`config.mk`:
```
export PLATFORM = sky130hd
export DESIGN_NAME = burst_strobe_gen
export DESIGN_NICKNAME = d
export VERILOG_FILES = /design/src/rtl/bsg_pkg.sv /design/src/rtl/bsg_plan.sv /design/src/rtl/bsg_lanes.sv /design/src/rtl/burst_strobe_gen.sv
export SDC_FILE = /design/constraint.sdc
export NUM_CORES = 1
export LEC_CHECK = 0
export ABC_CLOCK_PERIOD_IN_PS = 10120
export BUFFER_PORTS_ARGS = -buffer_cell sky130_fd_sc_hd__buf_4
export CAP_MARGIN = 25
export CORE_MARGIN = 4
export CORE_UTILIZATION = 45
export DETAILED_ROUTE_END_ITERATION = 7
export SLEW_MARGIN = 25
export SYNTH_ARGS = -nofsm -noshare
export SYNTH_HDL_FRONTEND = slang
export SYNTH_SLANG_ARGS = --single-unit
```
`constraint.sdc`:
```
create_clock -name clk -period 10.12 [get_ports clk]
set_clock_uncertainty 0.05 [all_clocks]
set_input_delay 1.518 -clock clk [delete_from_list [all_inputs] [get_ports clk]]
set_output_delay 1.518 -clock clk [all_outputs]
set_load 0.02 [all_outputs]
```
`src/rtl/bsg_pkg.sv`:
```
package bsg_pkg;
   typedef logic [1:0] bsg_size_t;

   function automatic int unsigned bsg_width(input bsg_size_t code);
      return 32'd1 << code;
   endfunction
endpackage

```
`src/rtl/bsg_plan.sv`:
```
module bsg_plan #(
   parameter int ADDR_W = 32,
   parameter int CNT_W  = 12
) (
   input  logic [ADDR_W-1:0]      start_addr,
   input  logic [CNT_W-1:0]       byte_cnt,
   input  bsg_pkg::bsg_size_t     size,
   output logic [ADDR_W-1:0]      stop_addr,
   output logic [CNT_W-1:0]       beats_m1
);
   localparam int PAD_W = ADDR_W - CNT_W;

   logic [ADDR_W-1:0] cnt_ext;
   logic [ADDR_W-1:0] diff;

   always_comb begin
      cnt_ext   = {{PAD_W{1'b0}}, byte_cnt};
      stop_addr = start_addr + cnt_ext - ADDR_W'(1);
      diff      = (stop_addr >> size) - (start_addr >> size);
      beats_m1  = diff[CNT_W-1:0];
   end
endmodule

```
`src/rtl/bsg_lanes.sv`:
```
module bsg_lanes #(
   parameter int ADDR_W     = 32,
   parameter int DATA_BYTES = 8
) (
   input  logic [ADDR_W-1:0]      cur_addr,
   input  logic [ADDR_W-1:0]      stop_addr,
   input  bsg_pkg::bsg_size_t     size,
   output logic [DATA_BYTES-1:0]  lanes,
   output logic [ADDR_W-1:0]      step_addr
);
   localparam int LANE_LSB = $clog2(DATA_BYTES);

   logic [ADDR_W-1:0] sz_mask;
   logic [ADDR_W-1:0] grp_base;
   logic [ADDR_W-1:0] grp_top;
   logic [ADDR_W-1:0] hi_addr;
   logic [ADDR_W-1:0] word_base;

   always_comb begin
      sz_mask   = (ADDR_W'(1) << size) - ADDR_W'(1);
      grp_base  = cur_addr & ~sz_mask;
      grp_top   = grp_base + sz_mask;
      hi_addr   = (grp_top < stop_addr) ? grp_top : stop_addr;
      step_addr = grp_top + ADDR_W'(1);
   end

   generate
      if (LANE_LSB == 0) begin : g_narrow
         assign word_base = cur_addr;
      end else begin : g_wide
         assign word_base = {cur_addr[ADDR_W-1:LANE_LSB], {LANE_LSB{1'b0}}};
      end
   endgenerate

   generate
      for (genvar i = 0; i < DATA_BYTES; i++) begin : g_lane
         logic [ADDR_W-1:0] byte_a;
         assign byte_a   = word_base + ADDR_W'(i);
         assign lanes[i] = (byte_a >= cur_addr) && (byte_a <= hi_addr);
      end
   endgenerate
endmodule

```
`src/rtl/burst_strobe_gen.sv`:
```
module burst_strobe_gen #(
   parameter int ADDR_W     = 32,
   parameter int DATA_BYTES = 8,
   parameter int CNT_W      = 12
) (
   input  logic                   clk,
   input  logic                   rst_n,
   input  logic                   req_valid,
   output logic                   req_ready,
   input  logic [ADDR_W-1:0]      req_addr,
   input  logic [CNT_W-1:0]       req_bytes,
   input  logic [1:0]             req_size,
   output logic                   beat_valid,
   input  logic                   beat_ready,
   output logic [ADDR_W-1:0]      beat_addr,
   output logic [DATA_BYTES-1:0]  beat_strb,
   output logic                   beat_last,
   output logic [CNT_W-1:0]       burst_len
);
   localparam int LANE_LSB = $clog2(DATA_BYTES);

   generate
      if ((1 << LANE_LSB) != DATA_BYTES) begin : g_bad_bus
         $error("DATA_BYTES must be a power of two");
      end
      if (DATA_BYTES > 128) begin : g_big_bus
         $error("DATA_BYTES too large");
      end
      if (ADDR_W <= CNT_W || ADDR_W <= LANE_LSB) begin : g_bad_addr
         $error("ADDR_W must exceed CNT_W and the lane index width");
      end
      if (CNT_W < 1) begin : g_bad_cnt
         $error("CNT_W must be at least 1");
      end
   endgenerate

   logic                  busy_q;
   logic [ADDR_W-1:0]     cur_q;
   logic [ADDR_W-1:0]     stop_q;
   bsg_pkg::bsg_size_t    size_q;
   logic [CNT_W-1:0]      left_q;
   logic [CNT_W-1:0]      len_q;

   logic [ADDR_W-1:0]     plan_stop;
   logic [CNT_W-1:0]      plan_m1;
   logic [DATA_BYTES-1:0] lane_en;
   logic [ADDR_W-1:0]     step_addr;
   logic                  take;
   logic                  fire;

   bsg_plan #(.ADDR_W(ADDR_W), .CNT_W(CNT_W)) u_plan (
      .start_addr (req_addr),
      .byte_cnt   (req_bytes),
      .size       (req_size),
      .stop_addr  (plan_stop),
      .beats_m1   (plan_m1)
   );

   bsg_lanes #(.ADDR_W(ADDR_W), .DATA_BYTES(DATA_BYTES)) u_lanes (
      .cur_addr   (cur_q),
      .stop_addr  (stop_q),
      .size       (size_q),
      .lanes      (lane_en),
      .step_addr  (step_addr)
   );

   assign take = req_valid && !busy_q && (req_bytes != '0);
   assign fire = busy_q && beat_ready;

   always_ff @(posedge clk or negedge rst_n) begin
      if (!rst_n) begin
         busy_q <= 1'b0;
         cur_q  <= '0;
         stop_q <= '0;
         size_q <= '0;
         left_q <= '0;
         len_q  <= '0;
      end else if (take) begin
         busy_q <= 1'b1;
         cur_q  <= req_addr;
         stop_q <= plan_stop;
         size_q <= req_size;
         left_q <= plan_m1;
         len_q  <= plan_m1;
      end else if (fire) begin
         if (left_q == '0) begin
            busy_q <= 1'b0;
         end else begin
            cur_q  <= step_addr;
            left_q <= left_q - CNT_W'(1);
         end
      end
   end

   assign req_ready  = !busy_q;
   assign beat_valid = busy_q;
   assign beat_addr  = cur_q;
   assign beat_strb  = busy_q ? lane_en : '0;
   assign beat_last  = busy_q && (left_q == '0);
   assign burst_len  = len_q;
endmodule

```
==> impl_results.md, run 1 <==
* Outcome: finished, final reports clean
* Synth cell types at 73
* Final wirelength at 29600 um
* Clk_lat worst skew at 370 ps
* Placer Congestion at 0.912
* Worst IR Drop VDD at ~0.00014 V
* Share of the synthesized area in the top cell type at 0.228
* Fmax at 114 MHz
* WS Path Type: flip-flop to primary output
* Critical Path AT at 7230 ps
* Final nets at 1521
* Worst path max stage delay at approximately 550 ps
* Area Growth Syn to Fin at 12.7%
* Post-synthesis sequential area ratio at 0.228
* Worst-margin pin slew at 903 ps
* Placeable Area at 0.0218 mm^2
* Total gr overflow at 0
* Clock transition at the registers of the reported paths at 80 ps
* Peak fanout along the critical path at 13
* Initial Utilization at 0.458
* H-tree depth at 3
* Post-synth top area cell: dfrtp_1
* Synthesized area per cell at 7.76 um^2
* Vias in the first global route at 9086
* CP max-delay cell: o21a_1
* Share of layout cells above drive strength 1 at 0.122
* Final Hold Vio Count at 0
* N_diodes at 0
* Rows at between 50 and 60
* First-pass GRT wire length at 47700 um
* Ys Warns at 0
* Fillcell total at 2213
* Max-slew headroom at 0.398
* Routed vias at 9463
* Initial antenna violation count at 0
* Hold slack at between 400 and 500 ps
* Predominant post-synthesis flop cell: dfrtp_1
* Vias/cell at 5.79
* LEAKAGE at 5.58 nW
* Root Buffer: clkbuf_16
* Final setup vio count at 0
* Hpwl dp at 23300 um
* Global Route Usage Sum at 0.242
* Drt wl/cell at 18.1 um
* CP endpoint kind: primary output
* ANT nets after route at 0
* Sequential cell area at 0.00228 mm^2
* Largest net degree at the start of global routing at 74
* Clk buf depth at 2
* CTS tree: done
* Synth top area cells: dfrtp_1, ha_1, o21ai_0, inv_1, nand2_1
* I/O pins at 105
* Hold-fix buffers at CTS at 0
* Number of port buffers at 104
* Initial DRC count at 520
* Post-CTS setup buffers at 0
* Die width at 157 um
* Register bit total from synthesis at 91
* Drt pass-1 iters at 5
* Startpoint Class: flip-flop
* # DRC at 0
* Die H at about 160 um
* Fin. max-slew vios at 0
* P per Cell Area at about 330 mW/mm^2
* Post-synth EDFFs at 0
* MaxCap Viol Count at 0
* Multi-input logic area at 0.00694 mm^2
* Num CTS Buffers at 9
* Min-delay worst type: flip-flop to flip-flop
* Critical Path RT at 8550 ps
* RSZ-0062 raised after global routing: false
* Post-synthesis async set-or-reset flop share at 1.00
* Post-Syn Area at 0.00999 mm^2
* Syn nets at 1458
* Mapped Cells at ~1300
* Final critical-path required period at 8800 ps
* CTS Sinks at approximately 90
* Die Area at 0.0247 mm^2
* Sum Neg Setup Slack at 0 ps
* Period utilization at 0.869
* PostCTS Resize Cnt at 0
[synth_stat cells (3+ instances only)]
library cell and instances:
or2_2 13, ha_1 119, o21bai_1 3, and2_1 8, o221ai_1 7, clkbuf_1 42, mux4_2 8, o31ai_1 7
dfrtp_1 91, a21o_1 35, and4_1 5, nor3_1 18, buf_1 8, inv_1 146, nand2b_1 10, mux2i_1 44
o22ai_1 3, mux2_2 5, o21a_1 11, nand3b_1 3, a22oi_1 21, or4_1 4, o21ai_0 116, nor3b_1 6
o211ai_1 12, a21oi_1 74, xor2_1 36, o2111ai_1 4, nor2b_1 7, a31oi_1 9, a221oi_1 3, a211oi_1 8
nor2_1 88, o211a_1 4, nand4_1 28, nand3_1 28, buf_2 9, nand2_1 135, nor4_1 11, xnor2_1 36
and3_1 12, or3_1 13
[flip-flops by register name (all words and copies together) (netlist names)]
register,flops
beat_addr,32
stop_q,32
burst_len,12
left_q,12
size_q,2
beat_valid,1
[through the flow]
| step | std cells | setup slack [ps] | area, um^2 | utilization | power [mW] |
|---|---|---|---|---|---|
| after floorplan | 1287 | 2350 | 9990 | - | 2.61 |
| after global placement | 1619 | 1870 | 11000 | 0.502 | 3.36 |
| after detailed placement | 1619 | 1780 | 11000 | 0.502 | 3.38 |
| after CTS | 1635 | 1370 | 11300 | 0.516 | 3.75 |
| after global routing | 1635 | 950 | 11300 | 0.516 | 4.13 |
| final | 1635 | 1320 | 11300 | 0.516 | 3.74 |
[placed cells by master, fill, tap and decap left out, types with 8 or more instances in the layout]
cell and instances:
inv_1 146, nand2_1 135, ha_1 119, o21ai_0 116, buf_4 112, dfrtp_1 91
nor2_1 87, a21oi_1 74, mux2i_1 44, xor2_1 36, xnor2_1 36, a21o_1 35
nand4_1 28, nand3_1 27, a22oi_1 21, nor3_1 18, or3_1 13, or2_2 13
o211ai_1 12, and3_1 11, o21a_1 11, nor4_1 11, nand2b_1 10, a31oi_1 9
clkbuf_16 9, a211oi_1 8, mux4_2 8, and2_1 8
[critical path, delay by kind of cell, from the launching register on]
kind	cells	cell delay (ps)
flops	1	460
compound gates	12	2630
fa+ha+maj	3	660
xor+xnor	1	410
buf+inv	4	850
mux	1	210
simple gates	6	1640
[layout make-up]
type | count | share of cell area
multi-input combinational | 988 | 0.616
sequential | 91 | 0.202
timing repair buffer | 112 | 0.0747
inverter | 148 | 0.0493
tap | 280 | 0.0311
clock buffer | 9 | 0.0200
clock inverter | 7 | 0.00678
[kinds of logic (layout without fill, tap and decap cells)]
kind of cell / Yosys count / after routing / synth area share
compound gates: 336 / 336 / 0.211
xor+xnor: 72 / 72 / 0.0631
fa+ha+maj: 121 / 121 / 0.153
buf+inv: 208 / 276 / 0.0800
flops: 91 / 91 / 0.228
mux: 57 / 57 / 0.0677
other cells: 1 / 1 / 0.000375
simple gates: 401 / 401 / 0.197
[report_power, final]
part,total [mW],switching [mW],internal [mW]
registers,0.776,0.245,0.531
logic,2.61,1.50,1.11
clock network,0.356,0.179,0.177
total,3.74,1.92,1.82
[metal layers]
layer | routed length, um | track usage | up-vias | share of wire
met5 | 0 | 0 | - | 0
li1 | - | - | 4687 | -
met2 | 14000 | 0.402 | 229 | 0.47
met4 | 515 | 0.0586 | 0 | 0.017
met3 | 1590 | 0.0426 | 34 | 0.054
met1 | 13600 | 0.330 | 4513 | 0.46
[final timing paths]
path                         startpoint             to  slack, ps  depth (start not counted)
setup / recovery              size_q[1]   beat_strb[4]       1320                         27
hold / removal             burst_len[5]   burst_len[5]        430                          2
setup reg to reg              size_q[0]  beat_addr[25]       6010                         13
hold reg to reg            burst_len[5]   burst_len[5]        430                          2
max in group asynchronous         rst_n   beat_addr[8]       7790                          2
min in group asynchronous         rst_n  beat_addr[18]       1010                          1
Power figures use the tool's default switching activity.
==> inputs of run 2 (changes only) <==
--- a/config.mk
+++ b/config.mk
@@ -8,7 +8,6 @@
 export ABC_CLOCK_PERIOD_IN_PS = 10120
 export BUFFER_PORTS_ARGS = -buffer_cell sky130_fd_sc_hd__buf_4
 export CAP_MARGIN = 25
-export CORE_MARGIN = 4
 export CORE_UTILIZATION = 45
 export DETAILED_ROUTE_END_ITERATION = 7
 export SLEW_MARGIN = 25
==> impl_results.md, run 2 (same netlist as run 1, synthesis figures left out) <==
* Most frequent CP cell: a21o_1
* Finished Cell Area at 0.0113 mm^2
* Clk_lat worst skew at between 300 and 400 ps
* H-tree depth at 3
* Final Non-Filler Cells at 1635
* Outcome: finished, final reports clean
* Pint at 1.82 mW
* # DRC at 0
* CP max-delay cell: o21a_2
* Worst-margin pin slew at 888 ps
* Worst Reg-to-Reg Cells at 13
* ANT nets after route at 0
* Fmax at 115 MHz
* First-pass GRT wire length at 47300 um
* Total gr overflow at 0
* Post-CTS setup buffers at 0
* Most frequent cells in the layout: inv_1, nand2_1, ha_1
* Max-slew headroom at 0.408
* CP endpoint kind: primary output
* I/O pins at 105
* Met1 usage in global routing at 0.363
* Die Area at 0.0228 mm^2
* Clk buf depth at 2
* Dpl cell area at 0.0110 mm^2
* Number of port buffers at ~100
* Drt pass-1 iters at 5
* Sum Neg Setup Slack at 0 ps
* Die width at 151 um
* Net Switching at 1.94 mW
* Flop pwr share at 0.205
* Area Growth Syn to Fin at 12.7%
* Worst path max stage delay at ~600 ps
* Routing usage on met2 at 0.449
* Crit path depth at 26
* Hpwl dp at between 20000 and 25000 um
* Met3 usage at 0.0256
* Final critical-path required period at 8720 ps
* CTS Sinks at roughly 90
* Buffers & Inverters on Critical Path at 3
* Hold Path Stages at 2
* Clock power share at 0.095
* Final setup vio count at 0
* Routed vias at 9472
* Pre-CTS setup slack at 1460 ps
* Initial Utilization at 0.458
* RSZ-0062 raised after global routing: false
* Combinational share of power at 0.701
* Num CTS Buffers at 9
* Drt wl/cell at 18.2 um
* Initial DRC count at between 600 and 700
* Critical Path RT at roughly 8600 ps
* Global Route Usage Sum at 0.269
* Clock transition at the registers of the reported paths at 90 ps
* Fin. max-slew vios at 0
* Initial antenna violation count at 0
* Min-delay worst type: flip-flop to flip-flop
* Placed insts at 1619
* MaxCap Viol Count at 0
* Net Sw Frac at 0.516
* Final Hold Vio Count at 0
* Rows at 54
* CP top delay family: compound AO/OA/AOI/OAI gates
* Critical Path AT at 7150 ps
* Startpoint Class: flip-flop
* Vias in the first global route at 9018
* Period utilization at 0.861
* Placer Congestion at 0.887
* Gr busiest metal: met2
* Final worst slack at 1400 ps
* WS Path Type: flip-flop to primary output
* LEAKAGE at 5.58 nW
* Root Buffer: clkbuf_16
* Largest net degree at the start of global routing at 68
* Vias/cell at 5.79
* Share of layout cells above drive strength 1 at 0.123
* CTS tree: done
* Hold-fix buffers at CTS at 0
* Worst IR Drop VDD at 0.000197 V
* Final nets at 1521
* PostCTS Resize Cnt at 0
* Final wirelength at approximately 30000 um
* Peak fanout along the critical path at 18
* P per Cell Area at 335 mW/mm^2
* Commonest non-fill, non-tap cell in the layout: inv_1
* N_diodes at 0
* Die H at about 150 um
* Placeable Area at 0.0218 mm^2
-- run 2: path summary, 6_finish.rpt --
path                               from            end  slack (ps)
min                        burst_len[5]   burst_len[5]         430
min reg2reg                burst_len[5]   burst_len[5]         430
max                           size_q[1]   beat_strb[4]        1400
max reg2reg                   size_q[0]  beat_addr[25]        6090
max in group asynchronous         rst_n   burst_len[0]        7790
min in group asynchronous         rst_n     stop_q[21]        1040
-- run 2: worst register-to-register path, stage by stage (launching register included) --
cell and delay (ps):
dfrtp_1 440, and2_1 200, inv_1 60, ha_1 640, nor2_1 230, inv_1 170
nand2_1 70, mux2i_1 330, o2111ai_1 370, nor4_4 410, and2b_1 360, and3_1 210
o21ai_0 80, a221o_1 320
-- run 2: stage by stage --
step | total power, mW | hold slack (ps) | util
2_1_floorplan | 2.61 | 420 | -
3_3_place_gp | 3.36 | 414 | 0.502
3_5_place_dp | 3.40 | 415 | 0.502
4_1_cts | 3.77 | 436 | 0.516
5_1_grt | 4.13 | 462 | 0.516
6_report | 3.77 | 430 | 0.516
-- run 2: power groups by stage --
| stage | Sequential, mW | Clock (mW) | Combinational, mW |
|---|---|---|---|
| detailed placement | 0.771 | 0 | 2.63 |
| global placement | 0.772 | 0 | 2.59 |
| finish | 0.771 | 0.356 | 2.64 |
| floorplan | 0.772 | 0 | 1.84 |
| CTS | 0.766 | 0.363 | 2.64 |
| global route | 0.798 | 0.376 | 2.96 |
-- run 2: layout make-up --
type,count,area (um^2)
Multi-Input combinational cell,988,6940
Clock inverter,7,76.3
Fill cell,2179,10600
Inverter,148,556
Timing Repair Buffer,112,841
Tap cell,280,350
Sequential cell,91,2280
Clock buffer,9,225
-- run 2: layer usage --
metal,wire (um),vias to the layer above
met3,1460,38
met1,13600,4505
met4,625,0
li1,-,4677
met2,14000,252
met5,0,-
